$ cat config.mk
export PLATFORM = sky130hd
export DESIGN_NAME = fault_response_ctrl
export DESIGN_NICKNAME = d
export VERILOG_FILES = /design/src/rtl/ffr_pkg.sv /design/src/rtl/ffr_datapath.sv /design/src/rtl/ffr_control.sv /design/src/rtl/fault_response_ctrl.sv
export SDC_FILE = /design/constraint.sdc
export NUM_CORES = 1
export LEC_CHECK = 0
export ABC_AREA = 0
export BUFFER_PORTS_ARGS = -buffer_cell sky130_fd_sc_hd__buf_2
export CAP_MARGIN = 10
export CORE_ASPECT_RATIO = 2
export CORE_MARGIN = 2
export CORE_UTILIZATION = 50
export CTS_CLUSTER_DIAMETER = 120
export CTS_CLUSTER_SIZE = 20
export DETAILED_ROUTE_END_ITERATION = 8
export GPL_TIMING_DRIVEN = 0
export HOLD_SLACK_MARGIN = 0.05
export PLACE_DENSITY = 0.7
export SYNTH_ARGS = -nofsm -noshare
export SYNTH_HDL_FRONTEND = slang
export SYNTH_SLANG_ARGS = --single-unit
$ cat constraint.sdc
create_clock -name clk -period 11.3 [get_ports clk]
set_input_delay 1.13 -clock clk [delete_from_list [all_inputs] [get_ports clk]]
set_output_delay 1.13 -clock clk [all_outputs]
set_load 0.01 [all_outputs]
$ cat src/rtl/ffr_pkg.sv
package ffr_pkg;
  localparam int NUM_FLAGS = 13;
  localparam int NUM_CH    = 3;
  localparam int NUM_CFG   = 7;
  localparam int CFG_AW    = 3;
  localparam int CH_A      = 0;
  localparam int CH_B      = 1;

  // Release rank: larger value is more restrictive
  typedef enum logic [1:0] {
    REL_IMM   = 2'd0,
    REL_DELAY = 2'd1,
    REL_PSON  = 2'd2
  } relRank_t;

  typedef enum logic [2:0] {
    CH_RUN,
    CH_HELD,
    CH_WAIT_DLY,
    CH_WAIT_PSON,
    CH_SOFT
  } chState_t;

  typedef struct packed {
    logic cntClr;
    logic cntEn;
    logic modeClr;
  } chStrobe_t;

  function automatic relRank_t rankOf(input logic [1:0] aft);
    case (aft)
      2'b01:   return REL_IMM;
      2'b00:   return REL_DELAY;
      default: return REL_PSON;
    endcase
  endfunction

  function automatic logic hitsChannel(input logic [1:0] act, input int ch);
    return (act == 2'b11) ||
           (act == 2'b01 && ch == CH_A) ||
           (act == 2'b10 && ch == CH_B);
  endfunction
endpackage

$ cat src/rtl/ffr_datapath.sv
module ffr_datapath
  import ffr_pkg::*;
#(
  parameter int DELAY_BASE          = 1000,
  parameter bit STS_CLR_ON_DEASSERT = 1'b0
) (
  input  logic                     clk,
  input  logic                     rstN,
  input  logic [NUM_FLAGS-1:0]     flagIn,
  input  logic                     psonReq,
  input  logic                     cfgWrEn,
  input  logic [CFG_AW-1:0]        cfgAddr,
  input  logic [7:0]               cfgWrData,
  input  logic                     stsClrEn,
  input  logic [NUM_FLAGS-1:0]     stsClrMask,
  input  chStrobe_t [NUM_CH-1:0]   strobe,
  output logic [NUM_CH-1:0]        chHold,
  output relRank_t [NUM_CH-1:0]    chMode,
  output logic [NUM_CH-1:0]        cntDone,
  output logic                     psonRise,
  output logic [NUM_FLAGS-1:0]     flagSts
);
  localparam int CNT_W = $clog2(DELAY_BASE * 8) + 1;

  logic [3:0]       cfgNib [NUM_FLAGS];
  logic [1:0]       delaySel;
  logic             psonQ;
  logic [CNT_W-1:0] delayLimit;

  // Configuration storage: flag f lives in byte f/2, nibble f%2
  always_ff @(posedge clk or negedge rstN) begin
    if (!rstN) begin
      for (int f = 0; f < NUM_FLAGS; f++) cfgNib[f] <= '0;
      delaySel <= '0;
    end else if (cfgWrEn) begin
      for (int f = 0; f < NUM_FLAGS; f++) begin
        if (cfgAddr == CFG_AW'(f / 2))
          cfgNib[f] <= (f % 2 == 1) ? cfgWrData[7:4] : cfgWrData[3:0];
      end
      if (cfgAddr == CFG_AW'(NUM_CFG - 1)) delaySel <= cfgWrData[7:6];
    end
  end

  assign delayLimit = CNT_W'(DELAY_BASE) << delaySel;

  // Power-on request edge detect
  always_ff @(posedge clk or negedge rstN) begin
    if (!rstN) psonQ <= 1'b0;
    else       psonQ <= psonReq;
  end
  assign psonRise = psonReq & ~psonQ;

  // Per-channel hold, release-mode accumulation and delay counter
  for (genvar c = 0; c < NUM_CH; c++) begin : g_ch
    logic             holdC;
    relRank_t         worstC;
    relRank_t         modeQ;
    logic [CNT_W-1:0] cnt;

    always_comb begin
      holdC  = 1'b0;
      worstC = REL_IMM;
      for (int f = 0; f < NUM_FLAGS; f++) begin
        if (flagIn[f] && hitsChannel(cfgNib[f][3:2], c)) begin
          holdC = 1'b1;
          if (rankOf(cfgNib[f][1:0]) > worstC) worstC = rankOf(cfgNib[f][1:0]);
        end
      end
    end

    always_ff @(posedge clk or negedge rstN) begin
      if (!rstN)                         modeQ <= REL_IMM;
      else if (strobe[c].modeClr)        modeQ <= REL_IMM;
      else if (holdC && worstC > modeQ)  modeQ <= worstC;
    end

    always_ff @(posedge clk or negedge rstN) begin
      if (!rstN)                  cnt <= '0;
      else if (strobe[c].cntClr)  cnt <= '0;
      else if (strobe[c].cntEn)   cnt <= cnt + 1'b1;
    end

    assign chHold[c]  = holdC;
    assign chMode[c]  = modeQ;
    assign cntDone[c] = (cnt >= delayLimit - 1'b1);
  end

  // Sticky status, variant picked by parameter
  if (STS_CLR_ON_DEASSERT) begin : g_sts_follow
    always_ff @(posedge clk or negedge rstN) begin
      if (!rstN) flagSts <= '0;
      else       flagSts <= flagIn;
    end
    logic unusedClr;
    assign unusedClr = stsClrEn ^ (^stsClrMask);
  end else begin : g_sts_w1c
    always_ff @(posedge clk or negedge rstN) begin
      if (!rstN) flagSts <= '0;
      else       flagSts <= flagIn | (flagSts & ~(stsClrEn ? stsClrMask : '0));
    end
  end
endmodule

$ cat src/rtl/ffr_control.sv
module ffr_control
  import ffr_pkg::*;
(
  input  logic                   clk,
  input  logic                   rstN,
  input  logic [NUM_CH-1:0]      chHold,
  input  relRank_t [NUM_CH-1:0]  chMode,
  input  logic [NUM_CH-1:0]      cntDone,
  input  logic                   psonRise,
  input  logic                   ssDone,
  output chStrobe_t [NUM_CH-1:0] strobe,
  output logic [NUM_CH-1:0]      pwmEn,
  output logic [NUM_CH-1:0]      ssReq
);
  for (genvar c = 0; c < NUM_CH; c++) begin : g_fsm
    chState_t  state, stateNxt;
    chStrobe_t stb;

    always_comb begin
      stateNxt = state;
      stb      = '0;
      unique case (state)
        CH_RUN: if (chHold[c]) stateNxt = CH_HELD;
        CH_HELD: begin
          if (!chHold[c]) begin
            unique case (chMode[c])
              REL_IMM: begin
                stateNxt    = CH_RUN;
                stb.modeClr = 1'b1;
              end
              REL_DELAY: begin
                stateNxt   = CH_WAIT_DLY;
                stb.cntClr = 1'b1;
              end
              default: stateNxt = CH_WAIT_PSON;
            endcase
          end
        end
        CH_WAIT_DLY: begin
          if (chHold[c]) stateNxt = CH_HELD;
          else begin
            stb.cntEn = 1'b1;
            if (cntDone[c]) begin
              stateNxt    = CH_SOFT;
              stb.modeClr = 1'b1;
            end
          end
        end
        CH_WAIT_PSON: begin
          if (chHold[c]) stateNxt = CH_HELD;
          else if (psonRise) begin
            stateNxt    = CH_SOFT;
            stb.modeClr = 1'b1;
          end
        end
        CH_SOFT: begin
          if (chHold[c])   stateNxt = CH_HELD;
          else if (ssDone) stateNxt = CH_RUN;
        end
        default: stateNxt = CH_HELD;
      endcase
    end

    always_ff @(posedge clk or negedge rstN) begin
      if (!rstN) state <= CH_RUN;
      else       state <= stateNxt;
    end

    assign strobe[c] = stb;
    assign pwmEn[c]  = (state == CH_RUN) || (state == CH_SOFT);
    assign ssReq[c]  = (state == CH_SOFT);
  end
endmodule

$ cat src/rtl/fault_response_ctrl.sv
module fault_response_ctrl
  import ffr_pkg::*;
#(
  parameter int DELAY_BASE          = 1000,
  parameter bit STS_CLR_ON_DEASSERT = 1'b0
) (
  input  logic                 clk,
  input  logic                 rstN,
  input  logic [NUM_FLAGS-1:0] flagIn,
  input  logic                 psonReq,
  input  logic                 ssDone,
  input  logic                 cfgWrEn,
  input  logic [CFG_AW-1:0]    cfgAddr,
  input  logic [7:0]           cfgWrData,
  input  logic                 stsClrEn,
  input  logic [NUM_FLAGS-1:0] stsClrMask,
  output logic [NUM_CH-1:0]    pwmEn,
  output logic [NUM_CH-1:0]    ssReq,
  output logic [NUM_FLAGS-1:0] flagSts
);
  chStrobe_t [NUM_CH-1:0] strobe;
  logic [NUM_CH-1:0]      chHold;
  relRank_t [NUM_CH-1:0]  chMode;
  logic [NUM_CH-1:0]      cntDone;
  logic                   psonRise;

  ffr_datapath #(
    .DELAY_BASE         (DELAY_BASE),
    .STS_CLR_ON_DEASSERT(STS_CLR_ON_DEASSERT)
  ) i_datapath (
    .clk       (clk),
    .rstN      (rstN),
    .flagIn    (flagIn),
    .psonReq   (psonReq),
    .cfgWrEn   (cfgWrEn),
    .cfgAddr   (cfgAddr),
    .cfgWrData (cfgWrData),
    .stsClrEn  (stsClrEn),
    .stsClrMask(stsClrMask),
    .strobe    (strobe),
    .chHold    (chHold),
    .chMode    (chMode),
    .cntDone   (cntDone),
    .psonRise  (psonRise),
    .flagSts   (flagSts)
  );

  ffr_control i_control (
    .clk     (clk),
    .rstN    (rstN),
    .chHold  (chHold),
    .chMode  (chMode),
    .cntDone (cntDone),
    .psonRise(psonRise),
    .ssDone  (ssDone),
    .strobe  (strobe),
    .pwmEn   (pwmEn),
    .ssReq   (ssReq)
  );
endmodule

==> results.md, run 1 <==
* Largest net degree at the start of global routing at between 80 and 90
* Reg power frac at around a fifth
* Synth-to-layout area growth at 35.73%
* Post-route insts no fill at between 1,500 and 2,000
* Post-synth EDFFs at 0
* Synth top area cells: dfrtp_1 (31%), ha_1 (18%), mux2_2 (6.7%), nor2_1 (4.9%), nand2_1 (3.7%)
* Power per standard cell area at roughly 230 nW/µm²
* Cell Area, Synth at 10,090 µm²
* Logic pwr share at around three fifths
* Number of I/O port buffers at between 50 and 60
* WHS Endpoint: i_datapath.flagSts[11]
* TritonCTS clock tree: built
* Slowest stage delay, CP at roughly 0.36 ns
* NumNets Final at ~1,600
* CP dominant cell by count: ha_1
* Net Switching at 1314 µW
* GRT Residual Overflow at 0
* Clock root cell: clkbuf_16
* Placed inst area at between 10,000 and 15,000 µm²
* Worst Hold Launch: i_datapath.flagSts[11]
* Ys async rst share at between 90% and 100%
* Worst reg2reg path endpoint: i_datapath.g_ch[1].modeQ[0]
* Core Area at approximately 20,000 µm²
* #FFs+latches synth at between 100 and 150
* Max cap viols at 0
* Cells after DPL at 1,453
* CP startpoint kind: primary input
* Final ANT Viol Nets at 0
* Total clock sinks at ~130
* First-pass GRT wire length at about 51,000 µm
* Clk_skew at around 0.007 ns
* Hold WS at around 0.48 ns
* CP arrival at 12.87 ns
* IO Count at just over 60
* Slew margin rel. at about a quarter
* Power Total at about 3100 µW
* HPWL after detailed placement at ~23,000 µm
* DRC at 0
* Worst Hold Depth at 1
* RSZ-0062 raised after global routing: true
* Final period utilization at 110.8%
* Vias at 9,792
* Reg2Reg Depth at 73
* Hold Buf Count CTS at 0
* Worst Path Max Fanout at 7
* Drt wl/cell at approximately 20 µm
* Share of cells above drive strength 1 at approximately 37%
* Chip height at around 200 µm
* CP endpoint kind: flop
* Worst hold path type: flop to flop
* Total die area at 21,400 µm²
* Reg2reg setup slack at -1.09 ns
* FMAX at 0.07990 GHz
* Total CTS buffers at 17
* TritonRoute pass-1 iters at 5
* Initial antenna violation count at 0
* Leakage at between 0.006 and 0.007 µW
* Commonest non-fill, non-tap cell in the layout: buf_4
* Cell Int Power at 1812 µW
* Share of the synthesized area in the top cell type at a little under a third
* Synthesized area per cell at 8.936 µm²
* Switching Fraction at 42.03%
* Register area share after synthesis at between 30% and 40%
* Area leader, netlist: dfrtp_1
* Ys Warns at 0
* DRT Wirelength at 32,930 µm
* Gr usage total at a little under a third
* Initial Utilization at around half
* Final setup vio count at 6
* Maximum VDD drop at 0.1469 mV
* Fin crit period at 12.52 ns
* Clk slew on worst S/H paths at about 0.06 ns
* Vias per inst at around 6.0
* Vias in the first global route at a little over 10,000
* DRT iter0 DRCs at around 430
* Final Hold Vio Count at 0
* Clock share of power at 18.6%
* Final worst-path setup slack at -1.215 ns
* Outcome: complete, but fails checks
* Fillers at roughly 1,500
* Most frequent cells in the layout: buf_4 (146), dfrtp_1 (125), ha_1 (124)
* Crit Path Class: primary input to flop
* Placer congestion estimate at 0.9146
* Ys flop type: dfrtp_1
* H-tree Lvls at 4
* Worst-Margin Slew at roughly 1.1 ns
* Setup TNS at -6.964 ns
* Worst skew pair latency at approximately 0.45 ns
* Row Count at 73
* Die Wd at 104.4 µm
* Max clock buf depth at 2
* Slowest cell on crit path: o31ai_4
* Cells after synthesis at between 1,000 and 1,500
* Failing checks: negative setup slack
* ANT cells at 0
* Worst Path Required at about 12 ns
* R2R Path Start: i_datapath.cfgNib[49]
* Max-slew violations at 0
* Distinct cells, synth at 68
* Cell area after layout at about 14,000 µm²
[power by group through the flow]
stage	Sequential [µW]	Combinational, µW	Clock, µW
2_1_floorplan	588	894	0
3_3_place_gp	606	1130	0
3_5_place_dp	608	1180	0
4_1_cts	606	1640	589
5_1_grt	623	2090	607
6_report	610	1930	581
[what timing repair did]
item	CTS	global route
buffers inserted	120	29
pin swaps	93	67
endpoints found under the setup margin	6	6
cloned	0	0
gates resized for setup	138	73
[layout make-up]
type | count | area (µm²) | area share, %
clock inverters | 13 | 171.4 | 1.252
well taps | 262 | 327.8 | 2.394
clock buffers | 19 | 442.9 | 3.235
plain buffers | 33 | 127.6 | 0.9320
repair buffers | 209 | 1474 | 10.76
flip-flops and latches | 125 | 3128 | 22.84
inverters | 75 | 286.5 | 2.092
multi-input cells | 898 | 7735 | 56.49
[worst max-delay path by stage]
| stage | endpoint | slack [ns] | start |
|---|---|---|---|
| finish | i_datapath.g_ch[1].modeQ[0] | -1.22 | flagIn[0] |
| global route | i_datapath.g_ch[2].modeQ[1] | -1.66 | flagIn[0] |
| CTS | i_datapath.g_ch[2].modeQ[1] | -0.88 | flagIn[0] |
| detailed placement | i_datapath.g_ch[1].modeQ[0] | -3.52 | flagIn[0] |
| global placement | i_datapath.g_ch[1].modeQ[0] | -3.11 | flagIn[0] |
| floorplan | i_datapath.g_ch[2].modeQ[1] | -0.67 | flagIn[0] |
[worst max-delay path, delay by kind of cell]
| family | cells | cell delay, ns |
|---|---|---|
| AND/OR/NAND/NOR | 20 | 2.36 |
| multiplexers | 3 | 0.90 |
| adder cells (fa/ha/maj) | 13 | 3.28 |
| AO/OA/AOI/OAI | 29 | 4.65 |
| buffers and inverters | 9 | 0.53 |
[metrics by stage]
stage	utilization [%]	setup WS [ns]
3_5_place_dp	55.37	-3.520
6_report	69.09	-1.215
5_1_grt	69.09	-1.662
3_3_place_gp	55.11	-3.112
2_1_floorplan	-	-0.6718
4_1_cts	66.37	-0.8817
[synthesized netlist by cell type, types with 8 or more instances]
| cell type | instances |
|---|---|
| a21o_1 | 17 |
| a21oi_1 | 48 |
| a31oi_1 | 12 |
| and2_1 | 13 |
| and3_1 | 15 |
| clkbuf_1 | 30 |
| dfrtp_1 | 125 |
| ha_1 | 148 |
| inv_1 | 75 |
| mux2_2 | 60 |
| mux2i_1 | 15 |
| nand2_1 | 100 |
| nand2b_1 | 15 |
| nand3_1 | 38 |
| nand4_1 | 16 |
| nor2_1 | 131 |
| nor2b_1 | 11 |
| nor3_1 | 18 |
| nor4_1 | 10 |
| o211ai_1 | 8 |
| o21a_1 | 8 |
| o21ai_0 | 51 |
| o221ai_1 | 14 |
| or3_1 | 9 |
| xnor2_1 | 11 |
| xor2_1 | 25 |
[state kept, by name, indices dropped and copies added (netlist names)]
| register | cells |
|---|---|
| i_datapath.cfgNib | 52 |
| i_datapath.g_ch.cnt | 42 |
| i_datapath.flagSts | 13 |
| i_control.g_fsm.state | 9 |
| i_datapath.g_ch.modeQ | 6 |
| i_datapath.delaySel | 2 |
| i_datapath.psonQ | 1 |
[layer usage]
| layer | GRT usage (%) | up-vias | share of wire (%) |
|---|---|---|---|
| li1 | - | 4502 | - |
| met1 | 26.97 | 4702 | 32 |
| met2 | 58.71 | 392 | 54 |
| met3 | 5.409 | 196 | 4.7 |
| met4 | 25.48 | 0 | 9.5 |
| met5 | 0 | - | 0 |
[cell families after synthesis]
| group | synth area share (%) |
|---|---|
| simple gates | 20.14 |
| compound gates | 15.09 |
| mux | 8.186 |
| buf+inv | 4.056 |
| fa+ha+maj | 18.36 |
| flops | 31.01 |
| other cells | 0.03717 |
| xor+xnor | 3.125 |
(Power assumes the default switching activity.)
==> run 2, diff against run 1 <==
- PLACE_DENSITY: 0.7 -> 0.68
- clock period: 11.3 -> 14.62 ns (I/O delays scaled with it)
==> results.md, run 2 (synthesis results as in run 1) <==
* Most frequent cells in the layout: ha_1 (148), nor2_1 (129), dfrtp_1 (125)
* Placed inst area at around 11,000 µm²
* TritonRoute pass-1 iters at 6
* Max-slew violations at 0
* Final period utilization at a little over nine tenths
* WP depth at 70
* Total clock sinks at 125
* Core Area at 19,820 µm²
* Initial Utilization at 50.90%
* Reg2reg setup slack at ~1.4 ns
* Clock root cell: clkbuf_16
* Row Count at 73
* ANT cells at 0
* Worst hold path type: flop to flop
* Chip height at a little over 200 µm
* Crit Path Class: primary input to flop
* Share of cells above drive strength 1 at between 10% and 20%
* Slowest stage delay, CP at between 0.3 and 0.4 ns
* Outcome: finished clean
* Vias at between 8,000 and 9,000
* Place WS at -0.9071 ns
* Gr usage total at about 27%
* Worst Path Max Fanout at 7
* DRC at 0
* CP delay by family, top: compound AO/OA/AOI/OAI gates
* Leakage at approximately 0.0055 µW
* Most flop-heavy register: i_datapath.cfgNib
* Largest net degree at the start of global routing at ~80
* First-pass GRT wire length at between 40,000 and 50,000 µm
* Worst-Margin Slew at 1.145 ns
* GRT Residual Overflow at 0
* Final worst-path setup slack at approximately 0.68 ns
* H-tree Lvls at 4
* Clk_skew at ~0.010 ns
* Total die area at 21,400 µm²
* CP bufs+invs at 6
* Total CTS buffers at 17
* Placer congestion estimate at between 0.9 and 1
* CP endpoint kind: flop
* Maximum VDD drop at about 0.11 mV
* Worst Hold Depth at 1
* Die Wd at between 100 and 150 µm
* DRT Wirelength at ~28,000 µm
* Number of I/O port buffers at 57
* Reg2Reg Depth at 68
* Worst skew pair latency at 0.44 ns
* Power Total at between 1500 and 2000 µW
* Power per standard cell area at ~160 nW/µm²
* Worst Path Required at 14.94 ns
* Synth-to-layout area growth at 14.77%
* Max reg flops at 52
* IO Count at slightly above 60
* TritonCTS clock tree: built
* Vias in the first global route at between 8,000 and 9,000
* Drt wl/cell at 18.88 µm
* CP arrival at 14.26 ns
* Fin crit period at about 14 ns
* Final Util at between 50% and 60%
* Max clock buf depth at 2
* Largest regs: i_datapath.cfgNib (52), i_datapath.g_ch.cnt (42), i_datapath.flagSts (13)
* Slowest cell on crit path: mux2_2
* CP startpoint kind: primary input
* Post-route insts no fill at ~1,500
* FMAX at around 0.07 GHz
* Cell area after layout at between 10,000 and 15,000 µm²
* Vias per inst at approximately 5.9
* Final ANT Viol Nets at 0
* DRT iter0 DRCs at ~440
* Final Hold Vio Count at 0
* Cells after DPL at 1,452
* Clk slew on worst S/H paths at 0.06 ns
* Slew margin rel. at between 20% and 30%
* CP dominant cell by count: ha_1
* NumNets Final at ~1,400
* Initial antenna violation count at 0
* Commonest non-fill, non-tap cell in the layout: ha_1
* HPWL after detailed placement at roughly 22,000 µm
* Max cap viols at 0
* Final setup vio count at 0
==> run 2: area by class of cell <==
class | instances | area (µm²)
clock inverters | 9 | 95.09
repair buffers | 67 | 381.6
clock buffers | 22 | 454.2
fillers | 1838 | 8242
multi-input cells | 898 | 6783
flip-flops and latches | 125 | 3128
plain buffers | 33 | 127.6
inverters | 75 | 281.5
well taps | 262 | 327.8
==> run 2: power breakdown <==
| part | internal [µW] | total [µW] | switching [µW] |
|---|---|---|---|
| sequential | 407 | 468 | 61.2 |
| combinational | 389 | 940 | 551 |
| clock | 251 | 408 | 156 |
==> run 2: through the flow <==
stage                     setup TNS [ns]  hold WS (ns)
after global routing            -0.06721        0.4833
after floorplan                        0        0.4721
final                                  0        0.4722
after global placement            -1.755        0.4537
after CTS                              0        0.4769
after detailed placement          -2.324        0.4643
==> run 2: final timing paths <==
path                                       startpoint                     endpoint
worst max-delay path                        flagIn[0]  i_datapath.g_ch[0].modeQ[0]
worst min-delay path            i_datapath.flagSts[7]        i_datapath.flagSts[7]
worst max register to register  i_datapath.cfgNib[49]  i_datapath.g_ch[0].modeQ[0]
worst min register to register  i_datapath.flagSts[7]        i_datapath.flagSts[7]
max in group asynchronous                        rstN        i_datapath.cfgNib[25]
min in group asynchronous                        rstN    i_datapath.g_ch[1].cnt[8]
==> run 2: what timing repair did <==
action / in CTS / in global routing
gates resized for setup: 4 / 41
buffers inserted: 0 / 7
pin swaps: 0 / 4
gates cloned: 0 / 0
hold buffers: 0 / 0
setup endpoints to repair: 2 / 6
==> run 2: metal layers <==
| metal | up-vias | routed length [µm] | global-route usage [%] |
|---|---|---|---|
| met5 | - | 0 | 0 |
| met3 | 109 | 897 | 4.009 |
| li1 | 4224 | - | - |
| met4 | 0 | 2332 | 22.15 |
| met1 | 4215 | 9472 | 23.76 |
| met2 | 224 | 15440 | 52.85 |
